<file path="config.mk">
export PLATFORM = sky130hd
export DESIGN_NAME = axi2tl_bridge
export DESIGN_NICKNAME = d
export VERILOG_FILES = /design/src/rtl/axi2tl_pkg.sv /design/src/rtl/axi2tl_get_fmt.sv /design/src/rtl/axi2tl_put_fmt.sv /design/src/rtl/axi2tl_rr_arb.sv /design/src/rtl/axi2tl_resp_route.sv /design/src/rtl/axi2tl_bridge.sv
export SDC_FILE = /design/constraint.sdc
export NUM_CORES = 1
export LEC_CHECK = 0
export ABC_CLOCK_PERIOD_IN_PS = 5300
export BUFFER_PORTS_ARGS = -buffer_cell sky130_fd_sc_hd__buf_2
export CORE_AREA = 5 5 112 114
export CTS_CLUSTER_DIAMETER = 120
export DETAILED_ROUTE_END_ITERATION = 8
export DIE_AREA = 0 0 117 119
export GPL_TIMING_DRIVEN = 0
export SLEW_MARGIN = 20
export SYNTH_ARGS = -nofsm -noshare
export SYNTH_HDL_FRONTEND = slang
export SYNTH_SLANG_ARGS = --single-unit
</file>
<file path="constraint.sdc">
create_clock -name clk -period 5.3 [get_ports clk]
set_clock_uncertainty 0.2 [all_clocks]
set_input_delay 1.06 -clock clk [delete_from_list [all_inputs] [get_ports clk]]
set_output_delay 1.06 -clock clk [all_outputs]
set_load 0.02 [all_outputs]
</file>
<file path="src/rtl/axi2tl_pkg.sv">
package axi2tl_pkg;

    localparam logic [2:0] TL_A_PUT_FULL  = 3'd0;
    localparam logic [2:0] TL_A_PUT_PART  = 3'd1;
    localparam logic [2:0] TL_A_GET       = 3'd4;
    localparam logic [2:0] TL_D_ACK_DATA  = 3'd1;

    localparam logic [1:0] AXI_RESP_OKAY   = 2'b00;
    localparam logic [1:0] AXI_RESP_SLVERR = 2'b10;

    typedef enum logic [1:0] {
        ST_FAVOR_RD = 2'd0,
        ST_FAVOR_WR = 2'd1,
        ST_HOLD_RD  = 2'd2,
        ST_HOLD_WR  = 2'd3
    } arb_state_e;

endpackage

</file>
<file path="src/rtl/axi2tl_get_fmt.sv">
module axi2tl_get_fmt #(
    parameter int ID_W   = 4,
    parameter int SIZE_W = 3,
    parameter int STRB_W = 4,
    parameter int LANE_W = (STRB_W > 1) ? $clog2(STRB_W) : 1
) (
    input  logic [ID_W-1:0]   rd_id,
    input  logic [LANE_W-1:0] rd_lane,
    input  logic [SIZE_W-1:0] rd_size,
    output logic [ID_W:0]     get_source,
    output logic [STRB_W-1:0] get_mask
);

    assign get_source = {rd_id, 1'b0};

    // A lane is enabled when its index agrees with the address on every
    // lane-index bit that the transfer size does not cover.
    logic [LANE_W-1:0] lane_idx;
    logic              lane_hit;

    always_comb begin
        get_mask = '0;
        lane_idx = '0;
        lane_hit = 1'b0;
        for (int i = 0; i < STRB_W; i++) begin
            lane_idx = LANE_W'(i);
            lane_hit = 1'b1;
            for (int k = 0; k < LANE_W; k++) begin
                if ((32'(k) >= 32'(rd_size)) && (lane_idx[k] != rd_lane[k])) begin
                    lane_hit = 1'b0;
                end
            end
            get_mask[i] = lane_hit;
        end
    end

endmodule

</file>
<file path="src/rtl/axi2tl_put_fmt.sv">
module axi2tl_put_fmt #(
    parameter int ID_W   = 4,
    parameter int STRB_W = 4
) (
    input  logic [ID_W-1:0]   wr_id,
    input  logic [STRB_W-1:0] wr_strb,
    output logic [ID_W:0]     put_source,
    output logic [2:0]        put_opcode
);
    import axi2tl_pkg::*;

    assign put_source = {wr_id, 1'b1};
    assign put_opcode = (&wr_strb) ? TL_A_PUT_FULL : TL_A_PUT_PART;

endmodule

</file>
<file path="src/rtl/axi2tl_rr_arb.sv">
module axi2tl_rr_arb (
    input  logic clk,
    input  logic rst_n,
    input  logic rd_req,
    input  logic wr_req,
    input  logic out_ready,
    output logic gnt_rd,
    output logic gnt_wr
);
    import axi2tl_pkg::*;

    arb_state_e state_q;
    arb_state_e state_d;

    always_ff @(posedge clk) begin
        if (!rst_n) begin
            state_q <= ST_FAVOR_RD;
        end else begin
            state_q <= state_d;
        end
    end

    always_comb begin
        gnt_rd  = 1'b0;
        gnt_wr  = 1'b0;
        unique case (state_q)
            ST_FAVOR_RD: begin
                if (rd_req)      gnt_rd = 1'b1;
                else if (wr_req) gnt_wr = 1'b1;
            end
            ST_FAVOR_WR: begin
                if (wr_req)      gnt_wr = 1'b1;
                else if (rd_req) gnt_rd = 1'b1;
            end
            ST_HOLD_RD: gnt_rd = 1'b1;
            ST_HOLD_WR: gnt_wr = 1'b1;
            default: begin
                gnt_rd = 1'b0;
                gnt_wr = 1'b0;
            end
        endcase

        state_d = state_q;
        if (gnt_rd) begin
            state_d = out_ready ? ST_FAVOR_WR : ST_HOLD_RD;
        end else if (gnt_wr) begin
            state_d = out_ready ? ST_FAVOR_RD : ST_HOLD_WR;
        end
    end

endmodule

</file>
<file path="src/rtl/axi2tl_resp_route.sv">
module axi2tl_resp_route #(
    parameter int ID_W   = 4,
    parameter int DATA_W = 32
) (
    input  logic              d_valid,
    output logic              d_ready,
    input  logic [2:0]        d_opcode,
    input  logic [ID_W-1:0]   d_id,
    input  logic              d_denied,
    input  logic              d_corrupt,
    input  logic [DATA_W-1:0] d_data,
    output logic              r_valid,
    input  logic              r_ready,
    output logic [ID_W-1:0]   r_id,
    output logic [DATA_W-1:0] r_data,
    output logic [1:0]        r_resp,
    output logic              r_last,
    output logic              b_valid,
    input  logic              b_ready,
    output logic [ID_W-1:0]   b_id,
    output logic [1:0]        b_resp
);
    import axi2tl_pkg::*;

    logic       carries_data;
    logic [1:0] resp_code;

    assign carries_data = (d_opcode == TL_D_ACK_DATA);
    assign resp_code    = (d_denied || d_corrupt) ? AXI_RESP_SLVERR : AXI_RESP_OKAY;

    assign r_valid = d_valid && carries_data;
    assign b_valid = d_valid && !carries_data;
    assign d_ready = carries_data ? r_ready : b_ready;

    assign r_id   = d_id;
    assign r_data = d_data;
    assign r_resp = resp_code;
    assign r_last = 1'b1;
    assign b_id   = d_id;
    assign b_resp = resp_code;

endmodule

</file>
<file path="src/rtl/axi2tl_bridge.sv">
module axi2tl_bridge #(
    parameter int ID_W   = 4,
    parameter int ADDR_W = 32,
    parameter int DATA_W = 32,
    parameter int SIZE_W = 3,
    localparam int STRB_W = DATA_W / 8,
    localparam int LANE_W = (STRB_W > 1) ? $clog2(STRB_W) : 1,
    localparam int SRC_W  = ID_W + 1
) (
    input  logic              clk,
    input  logic              rst_n,
    input  logic              ar_valid,
    output logic              ar_ready,
    input  logic [ID_W-1:0]   ar_id,
    input  logic [ADDR_W-1:0] ar_addr,
    input  logic [SIZE_W-1:0] ar_size,
    input  logic              aw_valid,
    output logic              aw_ready,
    input  logic [ID_W-1:0]   aw_id,
    input  logic [ADDR_W-1:0] aw_addr,
    input  logic [SIZE_W-1:0] aw_size,
    input  logic              w_valid,
    output logic              w_ready,
    input  logic [DATA_W-1:0] w_data,
    input  logic [STRB_W-1:0] w_strb,
    input  logic              w_last,
    output logic              r_valid,
    input  logic              r_ready,
    output logic [ID_W-1:0]   r_id,
    output logic [DATA_W-1:0] r_data,
    output logic [1:0]        r_resp,
    output logic              r_last,
    output logic              b_valid,
    input  logic              b_ready,
    output logic [ID_W-1:0]   b_id,
    output logic [1:0]        b_resp,
    output logic              a_valid,
    input  logic              a_ready,
    output logic [2:0]        a_opcode,
    output logic [SIZE_W-1:0] a_size,
    output logic [SRC_W-1:0]  a_source,
    output logic [ADDR_W-1:0] a_address,
    output logic [STRB_W-1:0] a_mask,
    output logic [DATA_W-1:0] a_data,
    input  logic              d_valid,
    output logic              d_ready,
    input  logic [2:0]        d_opcode,
    input  logic [SRC_W-1:0]  d_source,
    input  logic              d_denied,
    input  logic              d_corrupt,
    input  logic [DATA_W-1:0] d_data
);
    import axi2tl_pkg::*;

    logic              wr_pair;
    logic              gnt_rd;
    logic              gnt_wr;
    logic [SRC_W-1:0]  get_source;
    logic [STRB_W-1:0] get_mask;
    logic [SRC_W-1:0]  put_source;
    logic [2:0]        put_opcode;
    logic              unused_dir_flag;

    assign wr_pair = aw_valid && w_valid;

    axi2tl_get_fmt #(
        .ID_W   (ID_W),
        .SIZE_W (SIZE_W),
        .STRB_W (STRB_W),
        .LANE_W (LANE_W)
    ) u_get (
        .rd_id      (ar_id),
        .rd_lane    (ar_addr[LANE_W-1:0]),
        .rd_size    (ar_size),
        .get_source (get_source),
        .get_mask   (get_mask)
    );

    axi2tl_put_fmt #(
        .ID_W   (ID_W),
        .STRB_W (STRB_W)
    ) u_put (
        .wr_id      (aw_id),
        .wr_strb    (w_strb),
        .put_source (put_source),
        .put_opcode (put_opcode)
    );

    axi2tl_rr_arb u_arb (
        .clk       (clk),
        .rst_n     (rst_n),
        .rd_req    (ar_valid),
        .wr_req    (wr_pair),
        .out_ready (a_ready),
        .gnt_rd    (gnt_rd),
        .gnt_wr    (gnt_wr)
    );

    assign a_valid   = (gnt_rd && ar_valid) || (gnt_wr && wr_pair);
    assign a_opcode  = gnt_wr ? put_opcode : TL_A_GET;
    assign a_size    = gnt_wr ? aw_size    : ar_size;
    assign a_source  = gnt_wr ? put_source : get_source;
    assign a_address = gnt_wr ? aw_addr    : ar_addr;
    assign a_mask    = gnt_wr ? w_strb     : get_mask;
    assign a_data    = gnt_wr ? w_data     : '0;

    assign ar_ready = gnt_rd && a_ready;
    assign aw_ready = gnt_wr && a_ready && w_valid && w_last;
    assign w_ready  = gnt_wr && a_ready && aw_valid;

    assign unused_dir_flag = d_source[0];

    axi2tl_resp_route #(
        .ID_W   (ID_W),
        .DATA_W (DATA_W)
    ) u_resp (
        .d_valid   (d_valid),
        .d_ready   (d_ready),
        .d_opcode  (d_opcode),
        .d_id      (d_source[SRC_W-1:1]),
        .d_denied  (d_denied),
        .d_corrupt (d_corrupt),
        .d_data    (d_data),
        .r_valid   (r_valid),
        .r_ready   (r_ready),
        .r_id      (r_id),
        .r_data    (r_data),
        .r_resp    (r_resp),
        .r_last    (r_last),
        .b_valid   (b_valid),
        .b_ready   (b_ready),
        .b_id      (b_id),
        .b_resp    (b_resp)
    );

endmodule

</file>
After elaboration in Yosys (flattened, before gate mapping)

Cells that the tools add are included.
Widths: inputs -> output; s select.

Input port bits: 166
Flip-flop bits (word level): 2

Magnitude comparators: 2
Equality and inequality tests: 4
Reductions and logical operators: 20
Muxes and demuxes: 25
Bitwise operators: 2

Operators with widths:

| kind               | number |
|---|---|
| $mux 32            | 2 |
| $logic_and 1x1->1  | 14 |
| $mux 1             | 12 |
| $mux 2             | 5 |
| $ge 1x3->1 const A | 2 |
| $mux 3             | 2 |
| $pmux 1 s3         | 2 |
| $mux 5             | 1 |
| $eq 2x2->1 const B | 2 |
| $mux 4             | 1 |
| $reduce_and 4->1   | 1 |
| $eq 3x1->1 const B | 1 |
| $eq 2x1->1 const B | 1 |
| $logic_not 2->1    | 1 |
| $logic_or 1x1->1   | 2 |
| $not 1->1          | 2 |
| $reduce_bool 2->1  | 1 |
| $logic_not 1->1    | 1 |

Depth between registers and ports, before layout

Gate-level depths: netlist of run 1.

Depth after elaboration: 7
Mapped depth: 6
Gate-level depth less buffers: 6

Cells and area by module

Synthesis of run 1 repeated with hierarchy kept, for this count alone.

Cell total of the unflattened synthesis: 183
Area, all modules: 1695.4 um^2

By module, submodules not included:

| module            | instances | seq. area each (um^2) | cells each | area each (um^2) |
|---|---|---|---|---|
| axi2tl_bridge     | 1         | 0.0                   | 93         | 1027.2 |
| axi2tl_resp_route | 1         | 0.0                   | 51         | 381.6 |
| axi2tl_rr_arb     | 1         | 40.0                  | 14         | 128.9 |
| axi2tl_get_fmt    | 1         | 0.0                   | 15         | 91.3 |
| axi2tl_put_fmt    | 1         | 0.0                   | 10         | 66.3 |

Least setup slack after synthesis of run 1

Ideal clock, no wire load.

Kind: input port to output port
Start: in aw_valid
End: out aw_ready
Stages: 5
Slack: 1.966 ns
Data required time: 4.040 ns
Arrival: 2.074 ns
Path buffers: 1
Path through: and2_4 -> o22a_4 -> inv_8 -> buf_12 -> nor3_1

Word-level cells in the longest chain between the ends: 7

RTL lines:

| element                            | RTL line                                 | text |
|---|---|---|
| start: declaration                 | axi2tl_bridge.sv:17                      | `input logic aw_valid,` |
| $logic_and 1x1->1 (*)              | axi2tl_bridge.sv:64                      | `assign wr_pair = aw_valid && w_valid;` |
| $mux 1 (*)                         | axi2tl_rr_arb.sv:29, axi2tl_rr_arb.sv:32 |  |
| $mux 1                             | axi2tl_rr_arb.sv:28                      | `if (rd_req) gnt_rd = 1'b1;` |
| $pmux 1 s3 (*)                     | axi2tl_rr_arb.sv:26                      | `unique case (state_q)` |
| $logic_and 1x1->1 (*) (3 in a row) | axi2tl_bridge.sv:108                     | `assign aw_ready = gnt_wr && a_ready && w_valid && w_last;` |
| end: declaration                   | axi2tl_bridge.sv:18                      | `output logic aw_ready,` |

Mark *: on every way between the ends. The rest lies on a longest branch, timed or not.

Final worst setup path of run 1

Start: in aw_valid
End: out a_address[11]

Word-level cells in the longest chain between the ends: 5

RTL lines:

| element               | RTL line                                 | text |
|---|---|---|
| $logic_and 1x1->1 (*) | axi2tl_bridge.sv:64                      |  |
| $mux 1 (*)            | axi2tl_rr_arb.sv:29, axi2tl_rr_arb.sv:32 |  |
| $mux 1                | axi2tl_rr_arb.sv:28                      |  |
| $pmux 1 s3 (*)        | axi2tl_rr_arb.sv:26                      |  |
| $mux 32 (*)           | axi2tl_bridge.sv:103                     | `assign a_address = gnt_wr ? aw_addr : ar_addr;` |
| end: declaration      | axi2tl_bridge.sv:42                      | `output logic [ADDR_W-1:0] a_address,` |

Marks and branches as above.

==> results.yml, run 1 <==
floorplanning:
  start_util_pct: 14.1
  ios: 297
  core-area_um2: 11300
  die-width_um: 117
  die_h_um: 119
  design.die.area_um2: 13900
  rows: 39
sta:
  max_freq_mhz: 276
  post-route-period-util_pct: 68.3
  layout_setup_ws_ps: 1680
  setup_viol: 0
  finalMaxSlewViolations: 0
  rsz0062_at_grt: "false"
  final_hold_viol_count: 0
  final.setup.tns_ps: 0
  min_period_ps: 3620
yosys:
  ys_types: 28
  yosysTopAreaCell: "mux2_4"
  ys_seq_area_share_pct: 2.51
  ys_top_cells_by_area: "mux2_4, buf_4, and2_1"
  syn_inst: 168
  syn_area_um2: 1600
  yosys-top-cells-count: "buf_4, mux2_4, and2_1"
  synth_top_area_share_pct: 39.5
  synth-edff-count: 0
  ys.flop_type: "dfxtp_1"
  async_reset_ff_share_pct: 0
  synth_seq_cells: 2
  syn_area_per_cell_um2: 9.51
  synth_most_common_cell: "buf_4"
  ys_warn_count: 0
setup_path:
  r2r_slack_ps: 3770
  critPathCapture: "a_address[11]"
  crit_path_frequent_cell: "buf_2"
  crit_path_top_delay_cell: "mux2_4"
  reg2reg_from: "u_arb.state_q[1]"
  worstSetupEndpointType: "output port"
  cp_max_fo: 10
  slowest_delay_ps: 310
  cp.arrival_ps: 2360
  cp-start-kind: "input port"
  crit_buf_inv: 4
  cp_top_family: "buffers and inverters"
  worstSetupPathType: "input port to output port"
  cp_cell_sequence: "buf_2 > and2_4 > o22a_4 > inv_8 > buf_12 > mux2_4 > buf_2"
  reg2reg_depth: 5
  timing.rr.end: "u_arb.state_q[0]"
  crit_path_start: "aw_valid"
  crit_cells: 7
  cp_data_required_time_ps: 4040
finish:
  area_growth_pct: 96.2
  layout-drive-gt1-share_pct: 84.1
  diodes: 0
  nets: 599
  largestRegisters: "u_arb.state_q: 2 flops"
  largest_reg_flops: 2
  top_register: "u_arb.state_q"
drt:
  drtIter0Drc: 29
  drtPass1Iterations: 4
  highest_layer: "met4"
  vias_per_cell: 3.69
  wl_per_cell_um: 11.9
  drcViolationCount: 0
  dr_wl_met3_um: 1030
  wl_met1_um: 1940
  dr_wl_met2_um: 3800
  drt-total-wl_um: 6800
  antenna_left: 0
  num_vias: 2109
clock_tree:
  ctsHoldBuffers: 0
  htreeDepth: 1
  root_buffer: "clkbuf_16"
  postCtsSetupBuffers: 0
  clock_sinks: 2
  cts_max_path_buffers: 2
  clk_pin_slew_ps: 30
  numCtsBuffers: 3
  cts_tree: "built"
  clk-insertion-delay-late_ps: 220
  cts_resized: 0
global_route:
  grt_max_degree: 11
  grt_pass1_wl_um: 9210
  grt_usage_pct: 7.88
  gr-total-overflow: 0
  antenna_found_initial: 0
  grt_pass1_vias: 2121
pwr:
  ir_drop_mv: 0.0650
  leakage_nw: 1.97
  p_per_area_nw_per_um2: 160
placement:
  gp_congestion: 0.742
  dp_hpwl_um: 6370
  io_buffers: 255
  post-place-ws_ps: 1670
flow_run:
  maxCapViolations: 0
worst_hold_path:
  hold_class: "flip-flop to flip-flop"
run_status:
  outcome: "finished clean"
## report_power, final
group / internal, W / switching [W]
clock: 0.0000960 / 0.0000170
sequential: 0.0000167 / 0.00000206
combinational: 0.000186 / 0.000185
total: 0.000299 / 0.000204
## worst register-to-register path: stages, from the launching register on
cell and delay, ps:
dfxtp_1 350, o21ai_0 210, nor2b_1 210, ha_1 250
mux2i_1 120, nor2b_1 60
## metrics by stage
step / cells / hold WS (ps) / instance area, µm² / utilization (%) / total power [W]
2_1_floorplan: 170 / 346 / 1610 / - / 0.000268
3_3_place_gp: 568 / 368 / 3060 / 27.0 / 0.000391
3_5_place_dp: 568 / 372 / 3060 / 27.0 / 0.000395
4_1_cts: 571 / 378 / 3140 / 27.7 / 0.000511
5_1_grt: 571 / 413 / 3140 / 27.7 / 0.000533
6_report: 571 / 379 / 3140 / 27.7 / 0.000502
## worst min-delay path by stage
stage                            end        startpoint  slack, ps  cells after the start
global route        u_arb.state_q[0]  u_arb.state_q[0]        410                      2
floorplan           u_arb.state_q[0]  u_arb.state_q[0]        350                      2
detailed placement  u_arb.state_q[0]  u_arb.state_q[0]        370                      2
finish              u_arb.state_q[0]  u_arb.state_q[0]        380                      2
global placement    u_arb.state_q[0]  u_arb.state_q[0]        370                      2
CTS                 u_arb.state_q[0]  u_arb.state_q[0]        380                      2
## layout by cell type (no fill, tap or decap), types with 2 or more instances in the layout
cell       count
buf_6          2
o21ai_0        7
nor2b_1        4
ha_1           3
inv_1          2
and2_1        33
dfxtp_1        2
conb_1         4
buf_2        256
mux2_4        42
buf_4         46
nor2_1         3
mux2_2         2
buf_12         4
mux2i_1        2
clkbuf_16      3
## kinds of logic (layout without fill, tap and decap cells)
family,Yosys count,after routing,share of synthesized area [%]
and+or+nand+nor,47,47,17.9
buffers and inverters,57,315,29.8
AOI/OAI and AO/OA,11,11,4.86
DFF,2,2,2.51
muxes,46,46,42.1
other,2,4,0.470
adders and majority gates,3,3,2.35
## layout make-up
cell class | instances | area [µm²]
plain buffers | 54 | 457
clock buffers | 3 | 75.1
fillers | 1234 | 8190
inverters | 3 | 18.8
multi-input cells | 111 | 1090
flip-flops and latches | 2 | 40.0
well taps | 143 | 179
repair buffers | 255 | 1280
## per-layer routing
metal | up-vias | GRT usage, %
met2 | 169 | 17.5
met1 | 909 | 7.07
met4 | 0 | 1.51
met5 | - | 0
li1 | 1029 | -
met3 | 2 | 1.17
No activity file was read; power rests on OpenSTA's default activity.
==> run 2: changes to the inputs <==
--- a/config.mk
+++ b/config.mk
@@ -5,12 +5,12 @@
 export SDC_FILE = /design/constraint.sdc
 export NUM_CORES = 1
 export LEC_CHECK = 0
-export ABC_CLOCK_PERIOD_IN_PS = 5300
+export ABC_CLOCK_PERIOD_IN_PS = 3300
 export BUFFER_PORTS_ARGS = -buffer_cell sky130_fd_sc_hd__buf_2
-export CORE_AREA = 5 5 112 114
+export CORE_AREA = 5 5 113 115
 export CTS_CLUSTER_DIAMETER = 120
 export DETAILED_ROUTE_END_ITERATION = 8
-export DIE_AREA = 0 0 117 119
+export DIE_AREA = 0 0 118 120
 export GPL_TIMING_DRIVEN = 0
 export SLEW_MARGIN = 20
 export SYNTH_ARGS = -nofsm -noshare
==> constraint.sdc (replaced) <==
create_clock -name clk -period 3.3 [get_ports clk]
set_clock_uncertainty 0.2 [all_clocks]
set_input_delay 0.66 -clock clk [delete_from_list [all_inputs] [get_ports clk]]
set_output_delay 0.66 -clock clk [all_outputs]
set_load 0.02 [all_outputs]
==> results.yml, run 2 (synthesis results as in run 1) <==
clock_tree:
  htreeDepth: 1
  clk-insertion-delay-late_ps: 220
  postCtsSetupBuffers: 0
  clock_sinks: 2
  ctsHoldBuffers: 0
  root_buffer: "clkbuf_16"
  clk_pin_slew_ps: 30
  numCtsBuffers: 3
  cts_resized: 0
  cts_max_path_buffers: 2
  cts_tree: "built"
finish:
  finalInstanceArea_um2: 3140
  layout-drive-gt1-share_pct: 84.1
  top_register: "u_arb.state_q"
  layout_commonest_cell: "buf_2"
  largest_reg_flops: 2
  nets: 599
  ff_latch_area_um2: 40.0
  area_growth_pct: 96.6
  multiInputGateArea_um2: 1090
  layout_common_cells: "buf_2, buf_4, mux2_4"
  fin_cells: 575
  diodes: 0
  largestRegisters: "u_arb.state_q: 2 flops"
  fillers: 1278
setup_path:
  r2r_slack_ps: 1770
  worstSetupPathType: "input port to output port"
  cp-start-kind: "input port"
  reg2reg_from: "u_arb.state_q[1]"
  cp_max_fo: 10
  crit_path_start: "aw_valid"
  worstSetupEndpointType: "output port"
  cp_data_required_time_ps: 2440
  cp.arrival_ps: 1950
floorplanning:
  core-area_um2: 11700
  die_h_um: 120
  die-width_um: 118
  start_util_pct: 13.6
  design.die.area_um2: 14200
  ios: 297
  rows: 40
drt:
  drt-total-wl_um: 7740
  antenna_left: 0
  drcViolationCount: 0
  drtPass1Iterations: 4
  wl_per_cell_um: 13.5
  num_vias: 2140
  vias_per_cell: 3.72
  drtIter0Drc: 13
sta:
  final_hold_viol_count: 0
  final.setup.tns_ps: 0
  setup_viol: 0
  post-route-period-util_pct: 85.3
  max_freq_mhz: 355
  layout_setup_ws_ps: 485
  finalMaxSlewViolations: 0
  rsz0062_at_grt: "false"
  min_period_ps: 2810
  worst_hold_slack_ps: 392
pwr:
  leakage_nw: 1.97
  netSwitchingFraction_pct: 41.2
  intPower_w: 0.000480
  switchingPower_w: 0.000336
  comb_power_share_pct: 74.4
  seqPwrFrac_pct: 3.7
  p_clk_share_pct: 21.9
  p_per_area_nw_per_um2: 260
  ir_drop_mv: 0.124
global_route:
  gr-total-overflow: 0
  grt_pass1_wl_um: 11000
  grt_pass1_vias: 2258
  grt_usage_pct: 9.42
  antenna_found_initial: 0
  grt_max_degree: 11
worst_hold_path:
  hold_class: "flip-flop to flip-flop"
  holdCritStartpoint: "u_arb.state_q[0]"
placement:
  post-place-ws_ps: 462
  gp_congestion: 0.830
  io_buffers: 255
  placed_area_um2: 3070
  place_inst: 572
  dp_hpwl_um: 7350
run_status:
  outcome: "finished clean"
flow_run:
  maxCapViolations: 0
-- run 2: cell counts in the layout (fill, tap and decap cells not counted) --
No cell type changed its count.
-- run 2: worst paths after layout --
check                endpoint  depth (start not counted)
max             a_address[27]                          7
min          u_arb.state_q[0]                          2
max reg2reg  u_arb.state_q[0]                          5
min reg2reg  u_arb.state_q[0]                          2
-- run 2: power by group through the flow --
stage	logic, W	registers, W	clock network (W)
2_1_floorplan	0.000401	0.0000299	0
3_3_place_gp	0.000607	0.0000304	0
4_1_cts	0.000617	0.0000304	0.000182
3_5_place_dp	0.000615	0.0000307	0
6_report	0.000607	0.0000303	0.000178
5_1_grt	0.000647	0.0000310	0.000185
-- run 2: metrics by stage --
step	utilization, %	power [W]
global placement	26.2	0.000638
CTS	26.8	0.000830
finish	26.8	0.000816
floorplan	-	0.000431
detailed placement	26.2	0.000646
global route	26.8	0.000862
-- run 2: area by class of cell --
type,count,area share [%]
timing repair buffer,255,40.6
sequential,2,1.27
multi-input combinational,111,34.7
clock buffer,3,2.39
inverter,3,0.598
tap,147,5.86
buffer,54,14.5
-- run 2: critical path, cell delays in order --
cell and delay [ps]:
buf_2 110, and2_4 160, o22a_4 270, inv_8 110, buf_12 150, mux2_4 300, buf_2 180
-- run 2: routing by layer --
layer	vias to the layer above	wire [µm]	track usage, %
met5	-	0	0
met3	2	921	2.69
met4	0	34	1.43
met2	175	4240	18.9
met1	932	2540	9.74
li1	1031	-	-
==> run 3: changes to the inputs <==
--- a/config.mk
+++ b/config.mk
@@ -7,12 +7,13 @@
 export LEC_CHECK = 0
 export ABC_CLOCK_PERIOD_IN_PS = 3300
 export BUFFER_PORTS_ARGS = -buffer_cell sky130_fd_sc_hd__buf_2
-export CORE_AREA = 5 5 113 115
+export CORE_AREA = 5 5 111 113
 export CTS_CLUSTER_DIAMETER = 120
 export DETAILED_ROUTE_END_ITERATION = 8
-export DIE_AREA = 0 0 118 120
+export DIE_AREA = 0 0 116 118
 export GPL_TIMING_DRIVEN = 0
 export SLEW_MARGIN = 20
 export SYNTH_ARGS = -nofsm -noshare
 export SYNTH_HDL_FRONTEND = slang
+export SYNTH_HIERARCHICAL = 1
 export SYNTH_SLANG_ARGS = --single-unit
==> results.yml, run 3 <==
global_route:
  grt_pass1_wl_um: 9780
  gr-total-overflow: 0
  antenna_found_initial: 0
  grt_use_met2_pct: 16.6
  busiest_layer: "met2"
  grt_pass1_vias: 2105
  grt_max_degree: 11
  met1_usage_pct: 9.41
  use_met3_pct: 2.01
  grt_usage_pct: 8.54
sta:
  rsz0062_at_grt: "false"
  final.setup.tns_ps: 0
  worst_hold_slack_ps: 396
  max_freq_mhz: 350
  setup_viol: 0
  post-route-period-util_pct: 86.6
  min_period_ps: 2860
  final_hold_viol_count: 0
  finalMaxSlewViolations: 0
pwr:
  leakage_nw: 1.94
  p_clk_share_pct: 22.5
  p_per_area_nw_per_um2: 257
  intPower_w: 0.000487
  netSwitchingFraction_pct: 40.7
  seqPwrFrac_pct: 3.6
  switchingPower_w: 0.000334
  ir_drop_mv: 0.180
  comb_power_share_pct: 74.0
yosys:
  synth_most_common_cell: "buf_4"
  async_reset_ff_share_pct: 0
  ys_types: 31
  ys_warn_count: 6
  yosys-top-cells-count: "buf_4, mux2_4, and2_1"
  ys_top_cells_by_area: "mux2_4, buf_4, and2_1"
  syn_inst: 183
  yosysTopAreaCell: "mux2_4"
  synth-edff-count: 0
  syn_area_per_cell_um2: 9.26
  syn_area_um2: 1700
  ys.flop_type: "dfxtp_1"
  synth_top_area_share_pct: 37.2
  ys_seq_area_share_pct: 2.36
  synth_seq_cells: 2
clock_tree:
  ctsHoldBuffers: 0
  postCtsSetupBuffers: 0
  cts_tree: "built"
  clk-insertion-delay-late_ps: 220
  clock_sinks: 2
  numCtsBuffers: 3
  htreeDepth: 1
  clk_pin_slew_ps: 30
  cts_max_path_buffers: 2
  root_buffer: "clkbuf_16"
  cts_resized: 0
finish:
  layout_commonest_cell: "buf_2"
  nets: 605
  layout-drive-gt1-share_pct: 83.9
  fin_cells: 578
  largestRegisters: "u_arb/state_q: 2 flops"
  diodes: 0
  area_growth_pct: 88.3
  top_register: "u_arb/state_q"
  layout_common_cells: "buf_2, buf_4, mux2_4"
  largest_reg_flops: 2
  fillers: 1192
setup_path:
  crit_path_frequent_cell: "buf_2"
  reg2reg_depth: 4
  r2r_slack_ps: 1870
  reg2reg_from: "u_arb/state_q[1]"
  cp_cell_sequence: "buf_2 > and2_1 > o22a_2 > buf_6 > buf_12 > mux2_4 > buf_2"
  cp.arrival_ps: 2000
  cp_max_fo: 10
  cp-start-kind: "input port"
  cp_data_required_time_ps: 2440
  timing.rr.end: "u_arb/state_q[1]"
  crit_path_top_delay_cell: "mux2_4"
  worstSetupPathType: "input port to output port"
  slowest_delay_ps: 300
  crit_path_start: "aw_valid"
  worstSetupEndpointType: "output port"
placement:
  gp_congestion: 0.724
  io_buffers: 247
  dp_hpwl_um: 6500
  place_inst: 575
worst_hold_path:
  hold_class: "flip-flop to flip-flop"
  whs_path_depth: 2
  hold_end: "u_arb/state_q[0]"
  holdCritStartpoint: "u_arb/state_q[0]"
floorplanning:
  ios: 297
  rows: 39
  start_util_pct: 15.1
  design.die.area_um2: 13700
  die-width_um: 116
  die_h_um: 118
  core-area_um2: 11200
drt:
  drcViolationCount: 0
  drtPass1Iterations: 4
  vias_per_cell: 3.65
  drtIter0Drc: 7
  num_vias: 2107
  wl_per_cell_um: 12.3
  antenna_left: 0
  drt-total-wl_um: 7100
run_status:
  outcome: "finished clean"
flow_run:
  maxCapViolations: 0
-- run 3: cell types whose count changed after synthesis, sizes merged, moves of 2 or more --
cell / delta
buf: +13
and2: +3
conb: +3
mux2i: -2
nor2b: -2
-- run 3: cells by family (layout without fill, tap and decap cells) --
family / Yosys count / in the layout / share of synthesized area [%]
buffers and inverters: 68 / 318 / 32.6
AOI/OAI and AO/OA: 11 / 11 / 4.35
DFF: 2 / 2 / 2.36
adders and majority gates: 2 / 2 / 1.48
other: 5 / 7 / 1.11
muxes: 45 / 45 / 39.2
and+or+nand+nor: 50 / 50 / 18.9
-- run 3: layer usage --
layer	up-vias	routed length [µm]
li1	1046	-
met1	910	2510
met2	149	3600
met3	2	970
met4	0	12
met5	-	0
-- run 3: critical path: cells and delay by family --
kind	cells	cell delay (ps)
buffers and inverters	4	590
AO/OA/AOI/OAI	1	240
AND/OR/NAND/NOR	1	190
multiplexers	1	300
-- run 3: power groups by stage --
stage | Sequential (W) | Combinational [W] | Clock [W]
after global routing | 0.0000298 | 0.000648 | 0.000192
after CTS | 0.0000292 | 0.000617 | 0.000189
after global placement | 0.0000290 | 0.000608 | 0
after detailed placement | 0.0000293 | 0.000615 | 0
after floorplan | 0.0000288 | 0.000411 | 0
final | 0.0000292 | 0.000607 | 0.000184
-- run 3: worst max path at each step --
stage | endpoint
floorplan | a_address[0]
global placement | a_mask[0]
detailed placement | a_mask[0]
CTS | a_mask[0]
global route | a_mask[0]
finish | a_address[30]
-- run 3: area by class of cell --
type                    instances  area, µm²  area share, %
well taps                     143        179           5.60
plain buffers                  66        546           17.1
repair buffers                247       1240           38.7
inverters                       2       7.51          0.235
clock buffers                   3       75.1           2.35
multi-input cells             115       1110           34.8
flip-flops and latches          2       40.0           1.25
-- run 3: per-stage QoR --
step	instance area [µm²]	utilization [%]	power (W)	worst slack, ps
after global routing	3190	28.5	0.000871	402
final	3190	28.5	0.000821	444
after global placement	3120	27.8	0.000637	449
after detailed placement	3120	27.8	0.000644	439
after CTS	3190	28.5	0.000835	430
after floorplan	1700	-	0.000440	776
